===== config.mk =====
export PLATFORM = sky130hd
export DESIGN_NAME = vectorQuadDecoder
export DESIGN_NICKNAME = d
export VERILOG_FILES = /design/src/rtl/vqd_pkg.sv /design/src/rtl/vqdFieldPath.sv /design/src/rtl/vqdControl.sv /design/src/rtl/vectorQuadDecoder.sv
export SDC_FILE = /design/constraint.sdc
export NUM_CORES = 1
export LEC_CHECK = 0
export ABC_AREA = 1
export ABC_CLOCK_PERIOD_IN_PS = 1850
export BUFFER_PORTS_ARGS = -buffer_cell sky130_fd_sc_hd__buf_2
export CAP_MARGIN = 25
export CORE_MARGIN = 8
export CORE_UTILIZATION = 35
export DETAILED_ROUTE_END_ITERATION = 6
export GPL_TIMING_DRIVEN = 0
export PLACE_DENSITY = 0.8
export SYNTH_ARGS = -nofsm -noshare
export SYNTH_HDL_FRONTEND = slang
export SYNTH_HIERARCHICAL = 1
export SYNTH_SLANG_ARGS = --single-unit
export TNS_END_PERCENT = 30

===== constraint.sdc =====
create_clock -name vclk -period 1.85
set_clock_uncertainty 0.15 [all_clocks]
set_input_delay 0.2775 -clock vclk [all_inputs]
set_output_delay 0.2775 -clock vclk [all_outputs]
set_load 0.05 [all_outputs]

===== src/rtl/vqd_pkg.sv =====
package vqd_pkg;

  localparam int INSTR_W = 32;
  localparam int REG_W   = 5;
  localparam int OPC_W   = 7;
  localparam int F3_W    = 3;
  localparam int QUAD_W  = 2;
  localparam int NSRC    = 3;
  localparam int PAY_W   = 4 * REG_W;
  localparam int TRI_W   = QUAD_W + REG_W;

  typedef enum logic [3:0] {
    OPK_NONE = 4'd0,
    OPK_FMA  = 4'd1,
    OPK_MUL  = 4'd2,
    OPK_ADD  = 4'd3,
    OPK_SUB  = 4'd4,
    OPK_NEG  = 4'd5,
    OPK_COPY = 4'd6,
    OPK_PRED = 4'd7,
    OPK_EXT  = 4'd8,
    OPK_TRI  = 4'd9
  } opKind_e;

  typedef struct packed {
    logic [OPC_W-1:0]  opcode;
    logic [REG_W-1:0]  rd;
    logic [F3_W-1:0]   f3;
    logic [REG_W-1:0]  rs1;
    logic [REG_W-1:0]  rs2;
    logic [QUAD_W-1:0] quad;
    logic [REG_W-1:0]  rs3;
    logic [NSRC-1:0]   srcZero;
  } vqdRaw_t;

  typedef struct packed {
    logic active;
    logic fmaQuad;
    logic predSel;
    logic extSel;
    logic triSel;
  } vqdStrobe_t;

endpackage


===== src/rtl/vqdFieldPath.sv =====
module vqdFieldPath
  import vqd_pkg::*;
(
  input  logic [INSTR_W-1:0] instr,
  input  vqdStrobe_t         strobe,
  output vqdRaw_t            raw,
  output logic [REG_W-1:0]   rdOut,
  output logic [F3_W-1:0]    funct3Out,
  output logic [REG_W-1:0]   rs1Out,
  output logic [REG_W-1:0]   rs2Out,
  output logic [QUAD_W-1:0]  quadOut,
  output logic [REG_W-1:0]   rs3Out,
  output logic [PAY_W-1:0]   payOut,
  output logic [REG_W-1:0]   extOut,
  output logic [TRI_W-1:0]   triOut
);
  localparam int RD_LO   = OPC_W;
  localparam int F3_LO   = RD_LO + REG_W;
  localparam int RS1_LO  = F3_LO + F3_W;
  localparam int RS2_LO  = RS1_LO + REG_W;
  localparam int QUAD_LO = RS2_LO + REG_W;
  localparam int RS3_LO  = QUAD_LO + QUAD_W;

  logic [REG_W-1:0] srcField [NSRC];

  assign srcField[0] = instr[RS1_LO +: REG_W];
  assign srcField[1] = instr[RS2_LO +: REG_W];
  assign srcField[2] = instr[RS3_LO +: REG_W];

  genvar gi;
  generate
    for (gi = 0; gi < NSRC; gi++) begin : gZero
      assign raw.srcZero[gi] = (srcField[gi] == '0);
    end
  endgenerate

  assign raw.opcode = instr[0 +: OPC_W];
  assign raw.rd     = instr[RD_LO +: REG_W];
  assign raw.f3     = instr[F3_LO +: F3_W];
  assign raw.rs1    = srcField[0];
  assign raw.rs2    = srcField[1];
  assign raw.quad   = instr[QUAD_LO +: QUAD_W];
  assign raw.rs3    = srcField[2];

  always_comb begin
    rdOut     = strobe.active ? raw.rd   : '0;
    funct3Out = strobe.active ? raw.f3   : '0;
    rs1Out    = strobe.active ? raw.rs1  : '0;
    rs2Out    = strobe.active ? raw.rs2  : '0;
    quadOut   = strobe.active ? raw.quad : '0;
    rs3Out    = strobe.active ? raw.rs3  : '0;
    payOut    = strobe.predSel ? {raw.rs3, raw.rs2, raw.rs1, raw.rd} : '0;
    extOut    = strobe.extSel ? raw.rs3 : '0;
    triOut    = strobe.triSel ? {raw.quad, raw.rs3} : '0;
  end

endmodule


===== src/rtl/vqdControl.sv =====
module vqdControl
  import vqd_pkg::*;
#(
  parameter logic [OPC_W-1:0] OPCODE = 7'h57
) (
  input  logic           instrValid,
  input  vqdRaw_t        raw,
  output vqdStrobe_t     strobe,
  output opKind_e        kind,
  output logic [NSRC-1:0] srcScalar
);
  localparam logic [QUAD_W-1:0] FMA_QUAD = '1;

  logic            active;
  logic            fmaQuad;
  logic [NSRC-1:0] scalarSel;
  logic [NSRC-1:0] zeroScalar;
  logic            allScalar;
  logic            predMode;

  assign active    = instrValid && (raw.opcode == OPCODE);
  assign fmaQuad   = active && (raw.quad == FMA_QUAD);
  assign scalarSel = raw.f3;

  genvar gi;
  generate
    for (gi = 0; gi < NSRC; gi++) begin : gSpecial
      assign zeroScalar[gi] = scalarSel[gi] && raw.srcZero[gi];
    end
  endgenerate

  assign allScalar = &scalarSel;
  assign predMode  = !scalarSel[0] && scalarSel[1] && scalarSel[2];

  always_comb begin
    kind = OPK_NONE;
    if (active && !fmaQuad) begin
      kind = OPK_TRI;
    end else if (fmaQuad) begin
      if (allScalar)                         kind = raw.srcZero[2] ? OPK_MUL : OPK_EXT;
      else if (predMode)                     kind = OPK_PRED;
      else if (zeroScalar[0] && zeroScalar[1]) kind = OPK_COPY;
      else if (zeroScalar[0] && zeroScalar[2]) kind = OPK_NEG;
      else if (zeroScalar[0])                kind = OPK_SUB;
      else if (zeroScalar[1])                kind = OPK_ADD;
      else if (zeroScalar[2])                kind = OPK_MUL;
      else                                   kind = OPK_FMA;
    end
  end

  always_comb begin
    strobe.active  = active;
    strobe.fmaQuad = fmaQuad;
    strobe.predSel = (kind == OPK_PRED);
    strobe.extSel  = (kind == OPK_EXT);
    strobe.triSel  = (kind == OPK_TRI);
  end

  assign srcScalar = fmaQuad ? scalarSel : '0;

endmodule


===== src/rtl/vectorQuadDecoder.sv =====
module vectorQuadDecoder
  import vqd_pkg::*;
#(
  parameter logic [6:0] OPCODE = 7'h57
) (
  input  logic [31:0] instr,
  input  logic        instrValid,
  output logic        isVector,
  output logic [3:0]  opKind,
  output logic [1:0]  quadrant,
  output logic [2:0]  funct3,
  output logic [4:0]  rd,
  output logic [4:0]  rs1,
  output logic [4:0]  rs2,
  output logic [4:0]  rs3,
  output logic        rs1Scalar,
  output logic        rs2Scalar,
  output logic        rs3Scalar,
  output logic [19:0] predPayload,
  output logic [4:0]  extFunc,
  output logic [6:0]  triFunc
);
  vqdRaw_t         raw;
  vqdStrobe_t      strobe;
  opKind_e         kind;
  logic [NSRC-1:0] srcScalar;

  vqdFieldPath fieldPath_i (
    .instr     (instr),
    .strobe    (strobe),
    .raw       (raw),
    .rdOut     (rd),
    .funct3Out (funct3),
    .rs1Out    (rs1),
    .rs2Out    (rs2),
    .quadOut   (quadrant),
    .rs3Out    (rs3),
    .payOut    (predPayload),
    .extOut    (extFunc),
    .triOut    (triFunc)
  );

  vqdControl #(.OPCODE(OPCODE)) control_i (
    .instrValid (instrValid),
    .raw        (raw),
    .strobe     (strobe),
    .kind       (kind),
    .srcScalar  (srcScalar)
  );

  assign isVector  = strobe.active;
  assign opKind    = kind;
  assign rs1Scalar = srcScalar[0];
  assign rs2Scalar = srcScalar[1];
  assign rs3Scalar = srcScalar[2];

endmodule


; ---- After elaboration in Yosys (flattened, before gate mapping)
; Index checks and enable logic that the tools add are counted.
; W data, S select, Z words.
[classes]
add_sub_neg = 0
multipliers = 0
div_mod_pow = 0
magnitude_cmp = 0
n_eq_ne = 5
n_shift = 0
mux = 20
bitwise_logic = 0
reduce_logical = 16
[op_table]
columns = operator, n
row1 = $mux W4, 9
row2 = $mux W5, 5
row3 = $mux W20, 1
row4 = $logic_not A5 Y1, 3
row5 = $logic_and A1 B1 Y1, 10
row6 = $eq A4 B4 Y1 const B, 2
row7 = $eq A7 B7 Y1 const B, 1
row8 = $mux W7, 1
row9 = $mux W3, 2
row10 = $eq A4 B3 Y1 const B, 1
row11 = $mux W2, 2
row12 = $reduce_and A3 Y1, 1
row13 = $eq A2 B2 Y1 const B, 1
row14 = $logic_not A1 Y1, 2
[totals]
ff_bits = 0
latchBits = 0
mem_bits_rw = 0
rom_bits = 0
in_bits = 33
out_inout_bits = 65
elab_cells = 41
mem_count = 0

; ---- Longest topological paths before layout
[depth]
ltp_word = 13
mapped_depth = 14
depth_no_buf = 13

; ---- Modules after synthesis
; Netlist, hierarchy kept.
[by_module_without_submodules]
columns = module, n_inst, cells_each, area_each_um2, seq_area_each_um2
row1 = vqdFieldPath, 1, 172, 790.8, 0.0
row2 = vqdControl, 1, 53, 255.2, 0.0

; ---- Worst setup path before layout
; No wires, ideal clock.
[synth_timing]
path_kind = input -> output
from = in instr[28]
to = out predPayload[15]
t_arrival_ns = 2.020
required_time_ns = 1.422
slack_ns = -0.597
path_stages = 12
path_buffers = 1
cell_sequence = nor2_1 nand2_1 nor2_1 nand2_1 o21ai_1 nand2_1 nor2_2 nand3_1 nor2_1 buf_2 nand2_1 inv_1
[synth_lines]
columns = element, line
row1 = "start, declared", vectorQuadDecoder.sv:6  ; input logic [31:0] instr,
row2 = "end, declared", vectorQuadDecoder.sv:19  ; output logic [19:0] predPayload,

==> results.md <==
* Via count at 1452
* Crit end category: output pin
* Layout Cells excl Fill at between 300 and 400
* Ant diodes at 0
* GR Overflow Total at 0
* Filler cells at about 160
* Final min period at 2.29 ns
* WS Path Type: in -> out
* Largest net degree at the start of global routing at 11
* Required @ worst endpoint at between 1 and 1.5 ns
* Vias per cell at 4.41
* Ys Warns at 6
* Fmax at 436 MHz
* Seq Cell Count at 0
* Register area at 0 sq um
* CLK BUF at 0
* Period Utilization, post-route at 124%
* Syn Area/Cell at 4.35 sq um
* Post-layout power at around 140 uW
* Hold buffers post-CTS at 0
* Measured slew at the worst slew-check pin at roughly 0.26 ns
* Commonest cells after routing, fill and taps aside: nand2_1, inv_1, buf_6, buf_2, buf_4
* Unrepaired setup endpoints after global routing: yes
* Max VDD drop at roughly 73 uV
* Routed len/inst at approximately 14 um
* Final worst slack at -0.444 ns
* Synthesized Nets at around 240
* Lkg Pwr at 0.00137 uW
* Gpl congestion at 0.808
* Cell area power density at about 66 mW/mm^2
* Vias in the first global route at approximately 1400
* Hold slack at 0.749 ns
* Effective utilization at floorplan at 36.5%
* I/O Buffers at between 90 and 100
* Max Transition Viols Final at 0
* Initial antenna violation count at 0
* Post-synthesis cell count at approximately 200
* Crit-path max FO at 5
* Hold Path Class: in -> out
* Area grow syn2layout at 137%
* Num ports at a little under 100
* Die width at roughly 66 um
* Die ar. at about 0.0044 sq mm
* Die height at around 66 um
* Status: complete, but fails checks
* Final WL at 4.66 mm
* GRT Total Usage at ~18%
* Final ANT Viol Nets at 0
* Critical Path AT at roughly 1.9 ns
* Final hold vios at 0
* Placed cells at roughly 330
* Slew headroom at between 80 and 90%
* Post-route DRC at 0
* Core Footprint at 0.00243 sq mm
* Failing checks: setup timing
* First-pass GRT wire length at ~6.2 mm
* Most common cell after layout, fill and taps aside: nand2_1
* Max-cap check violation count at 0
* Hpwl dp at 2.81 mm
* 1st-iter DRT viols at between 70 and 80
* Pre-CTS setup slack at -0.596 ns
* First-pass DRT Iterations at 4
* Share of layout cells above drive strength 1 at about three fifths
* Critical Path Source Type: input pin
* Post-Syn Area at about 890 sq um
* Num rows at 18
* Count of final setup violators at 40
* NumNets Final at approximately 330
-- final cells by class --
| cell class | instances | area [sq um] | area share, % |
|---|---|---|---|
| multi-input cells | 106 | 632 | 30.0 |
| repair buffers | 95 | 900 | 42.7 |
| inverters | 80 | 375 | 17.8 |
| plain buffers | 18 | 161 | 7.66 |
| well taps | 30 | 37.5 | 1.78 |
-- final timing paths --
| kind | endpoint | depth (start not counted) | startpoint | slack [ns] |
|---|---|---|---|---|
| worst max-delay path | predPayload[7] | 14 | instr[27] | -0.44 |
| worst min-delay path | funct3[1] | 4 | instr[13] | 0.75 |
-- critical path, stage by stage --
cell	delay, ns
buf_8	0.10
nor2_4	0.09
nand2_2	0.06
nor2_4	0.10
nand2_2	0.09
o21ai_2	0.18
nand2_2	0.08
nor2_4	0.13
nand3_2	0.09
nor2_4	0.19
buf_6	0.17
nand2_4	0.07
clkinvlp_4	0.09
buf_8	0.14
-- what timing repair did --
item / in CTS / in global routing
setup buffers: 1 / 1
setup endpoints to repair: 50 / 60
pin swaps: 10 / 18
resized for setup: 149 / 51
cloned: 2 / 0
-- report_power, final --
group	switching (uW)	total, uW	leakage [uW]	internal (uW)
Sequential	0	0	0	0
Combinational	76.5	140	0.00137	63.5
Clock	0	0	0	0
Total	76.5	140	0.00137	63.5
-- stage by stage --
stage                     instance area (sq um)  utilization (%)  setup TNS, ns
final                                      2110             86.6          -9.16
after global routing                       2110             86.6         -13.23
after CTS                                  1970             81.0          -8.72
after detailed placement                   1480             60.8         -14.65
after global placement                     1480             60.8         -13.36
after floorplan                             986                -          -9.92
-- per-layer routing --
layer	vias up	GRT usage, %	wire (um)
met5	-	0	0
met4	0	3.20	122
met3	10	4.24	353
met2	66	37.3	2690
met1	656	15.9	1500
li1	720	-	-
(Power assumes the default switching activity.)
